--- config.mk ---
export PLATFORM = sky130hd
export DESIGN_NAME = fft2d_stream_tester
export DESIGN_NICKNAME = d
export VERILOG_FILES = /design/src/rtl/fft2d_stream_tester.sv
export SDC_FILE = /design/constraint.sdc
export NUM_CORES = 1
export LEC_CHECK = 0
export BUFFER_PORTS_ARGS = -buffer_cell sky130_fd_sc_hd__buf_2
export CORE_MARGIN = 10
export CORE_UTILIZATION = 35
export CTS_CLUSTER_DIAMETER = 100
export DETAILED_ROUTE_END_ITERATION = 7
export PLACE_DENSITY = 0.65
export SYNTH_ARGS = -nofsm -noshare
export SYNTH_HDL_FRONTEND = slang
export SYNTH_SLANG_ARGS = --single-unit
--- constraint.sdc ---
create_clock -name clk -period 4.2 [get_ports clk]
set_input_delay 0.84 -clock clk [delete_from_list [all_inputs] [get_ports clk]]
set_output_delay 0.84 -clock clk [all_outputs]
set_load 0.1 [all_outputs]
--- src/rtl/fft2d_stream_tester.sv ---
module fft2d_stream_tester #(
  parameter int ROWS = 32,
  parameter int COLS = 64,
  parameter int EW = 32,
  parameter logic [15:0] IMP_RE = 16'h0001
) (
  input  logic          clk,
  input  logic          rst_n,
  input  logic          start,
  output logic          m_row_tvalid,
  input  logic          m_row_tready,
  output logic [31:0]   m_row_tdata,
  output logic          m_row_tlast,
  input  logic          s_row_tvalid,
  output logic          s_row_tready,
  input  logic [31:0]   s_row_tdata,
  input  logic          s_row_tlast,
  output logic          m_col_tvalid,
  input  logic          m_col_tready,
  output logic [31:0]   m_col_tdata,
  output logic          m_col_tlast,
  input  logic          s_col_tvalid,
  output logic          s_col_tready,
  input  logic [31:0]   s_col_tdata,
  input  logic          s_col_tlast,
  output logic [EW-1:0] err_count,
  output logic          done
);
  localparam int MAXD = (ROWS > COLS) ? ROWS : COLS;
  localparam int IW = $clog2(MAXD + 1);
  localparam logic [IW-1:0] RL = IW'(ROWS - 1);
  localparam logic [IW-1:0] CL = IW'(COLS - 1);
  localparam logic [31:0] IMPV = {16'h0000, IMP_RE};

  typedef enum logic [1:0] {S_IDLE, S_ROW, S_COL, S_DONE} state_t;
  state_t state;

  logic [IW-1:0] tx_i, tx_j, rx_i, rx_j;
  logic tx_fin, rx_fin;

  wire in_row = (state == S_ROW);
  wire in_col = (state == S_COL);
  wire active = in_row | in_col;
  wire [IW-1:0] lines_last = in_col ? CL : RL;
  wire [IW-1:0] len_last = in_col ? RL : CL;

  wire tx_v = active && !tx_fin;
  wire [31:0] tx_data = (tx_j == '0 && (in_col || tx_i == '0)) ? IMPV : 32'h0;
  wire tx_last = (tx_j == len_last);

  assign m_row_tvalid = in_row && tx_v;
  assign m_col_tvalid = in_col && tx_v;
  assign m_row_tdata  = tx_data;
  assign m_col_tdata  = tx_data;
  assign m_row_tlast  = tx_last;
  assign m_col_tlast  = tx_last;

  wire rx_rdy = active && !rx_fin;
  assign s_row_tready = in_row && rx_rdy;
  assign s_col_tready = in_col && rx_rdy;

  wire tx_go = (m_row_tvalid && m_row_tready) || (m_col_tvalid && m_col_tready);
  wire rx_go = (s_row_tvalid && s_row_tready) || (s_col_tvalid && s_col_tready);
  wire [31:0] rx_d = in_col ? s_col_tdata : s_row_tdata;
  wire rx_l = in_col ? s_col_tlast : s_row_tlast;
  wire [31:0] rx_exp = (in_col || rx_i == '0) ? IMPV : 32'h0;
  wire [1:0] err_inc = {1'b0, rx_d != rx_exp} + {1'b0, rx_l != (rx_j == len_last)};

  assign done = (state == S_DONE);

  always_ff @(posedge clk) begin
    if (!rst_n) begin
      state <= S_IDLE;
      tx_i <= '0; tx_j <= '0; rx_i <= '0; rx_j <= '0;
      tx_fin <= 1'b0; rx_fin <= 1'b0;
      err_count <= '0;
    end else if (start && !active) begin
      state <= S_ROW;
      tx_i <= '0; tx_j <= '0; rx_i <= '0; rx_j <= '0;
      tx_fin <= 1'b0; rx_fin <= 1'b0;
      err_count <= '0;
    end else if (active && tx_fin && rx_fin) begin
      state <= in_row ? S_COL : S_DONE;
      tx_i <= '0; tx_j <= '0; rx_i <= '0; rx_j <= '0;
      tx_fin <= 1'b0; rx_fin <= 1'b0;
    end else begin
      if (tx_go) begin
        if (tx_j == len_last) begin
          tx_j <= '0;
          if (tx_i == lines_last) tx_fin <= 1'b1;
          else tx_i <= tx_i + 1'b1;
        end else tx_j <= tx_j + 1'b1;
      end
      if (rx_go) begin
        err_count <= err_count + EW'(err_inc);
        if (rx_j == len_last) begin
          rx_j <= '0;
          if (rx_i == lines_last) rx_fin <= 1'b1;
          else rx_i <= rx_i + 1'b1;
        end else rx_j <= rx_j + 1'b1;
      end
    end
  end

  p_row_hold_r8: assert property (@(posedge clk) disable iff (!rst_n)
    m_row_tvalid && !m_row_tready |=> m_row_tvalid && $stable(m_row_tdata) && $stable(m_row_tlast));
  p_col_hold_r8: assert property (@(posedge clk) disable iff (!rst_n)
    m_col_tvalid && !m_col_tready |=> m_col_tvalid && $stable(m_col_tdata) && $stable(m_col_tlast));
  p_err_nodec_r3: assert property (@(posedge clk) disable iff (!rst_n)
    !start |=> err_count >= $past(err_count));
  p_err_step_r7: assert property (@(posedge clk) disable iff (!rst_n)
    !start |=> (err_count - $past(err_count)) <= EW'(2));
  p_done_quiet_r9: assert property (@(posedge clk) disable iff (!rst_n)
    done |-> !m_row_tvalid && !m_col_tvalid && !s_row_tready && !s_col_tready);
  p_one_pass_r4: assert property (@(posedge clk) disable iff (!rst_n)
    m_col_tvalid |-> !m_row_tvalid && !s_row_tready);
endmodule

After elaboration in Yosys (flattened, before gate mapping)
Index checks and enable logic that the tools add are counted.

cells by class
  bitwise operators = 5
  add/sub/neg operators = 6
  eq/ne operators = 9
  multiplexer cells = 11
  reductions and logical operators = 32

operator list
  operator             count
  $add 32x2->32        1
  $mux 32              1
  $ne 32x1->1          1
  $add 7x1->7 const B  4
  $eq 7x6->1           4
  $logic_not 7->1      3
  $logic_and 1x1->1    14
  $mux 7               2
  $mux 6               2
  $reduce_and 3->1     4
  $mux 1               6
  $eq 2x2->1 const B   2
  $logic_or 1x1->1     4
  $not 1->1            4
  $logic_not 1->1      3
  $reduce_or 3->1      1
  $add 1x1->2          1
  $eq 2x1->1 const B   1
  $reduce_and 2->1     1
  $reduce_bool 2->1    1
  $reduce_or 2->1      1
  $ne 1x1->1           1
  $or 1x1->1           1

storage, ports and cells
  output and inout bits = 103
  word-level logic and storage cells = 72
  register bits after elaboration = 64
  input port bits = 73

Logic depth before layout (Yosys ltp)
  word-level depth = 7
  depth in mapped cells = 15
  depth with buffers taken out = 13

Worst setup path after synthesis
No wires, ideal clock.

  path type = register to output
  start = register state[0]
  end = output port m_row_tdata[0]
  slack = -1.433 ns
  path buffers = 3
  stages on the path, launching flop included = 8
  arrival = 4.793 ns
  data required time = 3.360 ns
  path through = dfxtp_1 -> inv_1 -> ha_1 -> buf_2 -> buf_2 -> a31oi_1 -> nor4b_1 -> buf_4

between the ends
  word-level cells in the longest chain between the ends = 4

RTL lines
  what                    RTL line  text
  from (decl)             36        state_t state;
  from (signal assigned)  83        state <= in_row ? S_COL : S_DONE;
  $eq 2x2->1              42        wire in_col = (state == S_COL);
  $logic_or 1x1->1        48        wire [31:0] tx_data = (tx_j == '0 && (in_col || tx_i == '0)) ? IMPV : 32'h0;
  $logic_and 1x1->1       48
  $mux 1                  48
  to (decl)               12        output logic [31:0] m_row_tdata,

No other way between the ends.

Worst setup path after layout
  start = register state[0]
  end = register err_count[22]

between the ends
  word-level cells in the longest chain between the ends = 7
  elaborated cells between the ends (all ways) = 26
  those cells by class = 2 x add/sub; 5 x eq/ne; 4 x mux; 2 x bitwise; 13 x reduce/logical

RTL lines
  what                                                                   RTL line  text
  parallel branches: the longest is 7 deep, another holds $add 32x2->32  -
  to (signal assigned)                                                   95        err_count <= err_count + EW'(err_inc);
  to (decl)                                                              26        output logic [EW-1:0] err_count,

Parallel ways; which one is timed is not known.
A chain may end at the register's enable or synchronous reset.

==> impl_metrics.env <==
export IMPL_path_clk_slew_ns=0.05
export IMPL_core_sq_um=11600
export IMPL_cts_tree="yes"
export IMPL_hold_start="err_count[31]"
export IMPL_drive_above_1_share_pct=22.9
export IMPL_slowest_stage="nor4b_1"
export IMPL_yosysSeqAreaShare_pct=30.5
export IMPL_min_period_over_period_pct=77.8
export IMPL_crit_path_start_kind="register"
export IMPL_max_freq_mhz=306
export IMPL_grt_max_degree=33
export IMPL_cts_setup_buffers=0
export IMPL_grt_use_total_pct=13.3
export IMPL_post_route_min_period_ns=3.27
export IMPL_die_h_microns=130
export IMPL_ctsHoldBuffers=0
export IMPL_worstSetupEndpointType="register"
export IMPL_postRouteAntennaNets=0
export IMPL_outcome="complete, no violations"
export IMPL_hold_class="reg2reg"
export IMPL_synthToLayoutAreaGrowth_pct=17.8
export IMPL_num_vias=3925
export IMPL_dpl_hpwl_microns=9260
export IMPL_rsz0062_at_grt="false"
export IMPL_final_cell_mix="113 x buf_2, 64 x dfxtp_1, 62 x conb_1"
export IMPL_post_cts_resized=0
export IMPL_whs_path_depth=2
export IMPL_crit_buf_inv=2
export IMPL_initial_core_util_pct=36.2
export IMPL_num_nets_final=701
export IMPL_clockBufferDepth=2
export IMPL_grt_pass1_vias=3755
export IMPL_routed_wl_microns=11600
export IMPL_diodes=0
export IMPL_vdd_drop_max_mv=0.177
export IMPL_worstPathArrival_ns=3.45
export IMPL_wl_per_cell_microns=15.2
export IMPL_pwr_density_cell_nw_per_um2=348
export IMPL_dieArea_sq_um=16800
export IMPL_grt_pass1_wl_microns=18500
export IMPL_synth_cell_area_sq_um=4210
export IMPL_p_leak_nw=1.97
export IMPL_dp_slack_ns=0.857
export IMPL_worstPathMaxFanout=8
export IMPL_reg2reg_to="err_count[22]"
export IMPL_cts_sinks=64
export IMPL_synth_top_flop_cell="dfxtp_1"
export IMPL_synth_avg_cell_area_sq_um=8.22
export IMPL_fin_ws_ns=0.930
export IMPL_maxSlewViolCount=0
export IMPL_htreeDepth=3
export IMPL_skew_ns=0.00885
export IMPL_io_pins=176
export IMPL_antenna_found_initial=0
export IMPL_crit_family="simple AND/OR/NAND/NOR gates"
export IMPL_drc=0
export IMPL_synth_edf_count=0
export IMPL_port_buffers=113
export IMPL_timing_hold_violations_final=0
export IMPL_cp_cell_sequence="inv_1 -> ha_1 -> nor4_1 -> nand4_1 -> nor4b_1 -> a21o_1 -> fa_1 -> inv_1 -> ha_1 -> and3_1 -> o211ai_1 -> or3_2 -> a21oi_1"
export IMPL_synth_seq_cells=64
export IMPL_final_common_cell="buf_2"
export IMPL_r2r_slack_ns=0.93
export IMPL_yosysWarnings=0
export IMPL_yosysUniqueCellTypes=58
export IMPL_drt_pass1_iterations=4
export IMPL_final_setup_viol_count=0
export IMPL_final_util_pct=42.7
export IMPL_first_iter_violations=217
export IMPL_cts_root_buffer="clkbuf_16"
export IMPL_grt_overflow=0
export IMPL_total_power_mw=1.72
export IMPL_crit_required_ns=4.38
export IMPL_worst_pin_slew_ns=0.685
export IMPL_synthArstFlopShare_pct=0
export IMPL_slowest_delay_ns=0.43
export IMPL_via_per_inst=5.15
export IMPL_rr_worst_depth=13
export IMPL_cts_buffers=9
export IMPL_whs_endpoint="err_count[31]"
export IMPL_maxCapViolCount=0
export IMPL_worstSetupPathType="reg2reg"
export IMPL_timing_rr_start="state[0]"
export IMPL_max_slew_margin_pct=54.3
export IMPL_syn_inst=512
export IMPL_fin_tns_setup_ns=0
export IMPL_clk_latency_ns=0.33
export IMPL_gp_congestion=0.819
export IMPL_dieWidth_microns=130
export IMPL_hold_slack_ns=0.465
export IMPL_rows=39
[synthesized netlist by cell type, drive strengths merged (16+ instances only)]
library cell / count / area share [%]
inv: 16 / 1.4
or3: 17 / 2.6
a21oi: 30 / 3.6
buf: 73 / 12
dfxtp: 64 / 30
o21ai: 19 / 2.3
nor2: 23 / 2.1
nand4: 16 / 2.5
nand2: 30 / 2.7
nor3: 16 / 1.9
nand3: 18 / 2.1
nor4: 22 / 3.3
[metrics by stage]
stage	instance area (sq um)	std cells
6_report	4950	762
5_1_grt	4950	762
4_1_cts	4950	762
3_5_place_dp	4640	747
3_3_place_gp	4640	747
2_1_floorplan	4450	573
[cell families (layout without fill, tap and decap cells)]
kind of cell | after synthesis | count (layout) | synth area share, %
XOR/XNOR | 22 | 22 | 4.58
adder cells (fa/ha/maj) | 13 | 13 | 4.05
flip-flops | 64 | 64 | 30.5
AO/OA/AOI/OAI | 95 | 95 | 14.7
buffers and inverters | 101 | 147 | 15.0
AND/OR/NAND/NOR | 205 | 205 | 28.6
other | 1 | 62 | 0.0891
multiplexers | 11 | 11 | 2.62
[registers in the layout, summed over array words and instances (netlist names)]
signal and cells:
err_count 32, rx_fin 1, rx_i 7, rx_j 7, state 2, tx_fin 1
tx_i 7, tx_j 7
[layer usage]
metal	vias to the layer above	track usage, %	routed length (microns)
met3	12	3.92	725
li1	1977	-	-
met2	91	23.9	6040
met5	-	0	0
met4	0	3.37	99
met1	1845	15.1	4710
[where the power goes]
group          leakage, nW  switching, mW  internal, mW
Clock                0.147          0.262         0.513
Combinational         1.30          0.296        0.0402
Sequential           0.515        0.00203         0.609
Total                 1.97          0.560          1.16
[layout make-up]
type                    count  area, sq um
multi-input cells         408         2540
fillers                  1202         6660
clock buffers               9          225
clock inverters             6         85.1
flip-flops and latches     64         1280
well taps                 143          179
inverters                  16         60.1
repair buffers            116          588
[worst max-delay path by stage]
stage,slack (ns),cells past startpoint,to,startpoint
floorplan,0.13,7,m_row_tdata[0],state[0]
global placement,0.91,12,err_count[22],s_row_tdata[18]
detailed placement,0.86,12,err_count[22],s_row_tdata[25]
CTS,0.94,13,err_count[22],state[0]
global route,0.67,13,err_count[18],state[0]
finish,0.93,13,err_count[22],state[0]
[worst reg2reg max path, cell delays in order, from the launching register on]
cell and delay, ns:
dfxtp_1 0.41, inv_1 0.07, ha_1 0.31, nor4_1 0.34
nand4_1 0.15, nor4b_1 0.43, a21o_1 0.16, fa_1 0.22
inv_1 0.06, ha_1 0.20, and3_1 0.23, o211ai_1 0.28
or3_2 0.22, a21oi_1 0.06
No activity file was read; power rests on OpenSTA's default activity.
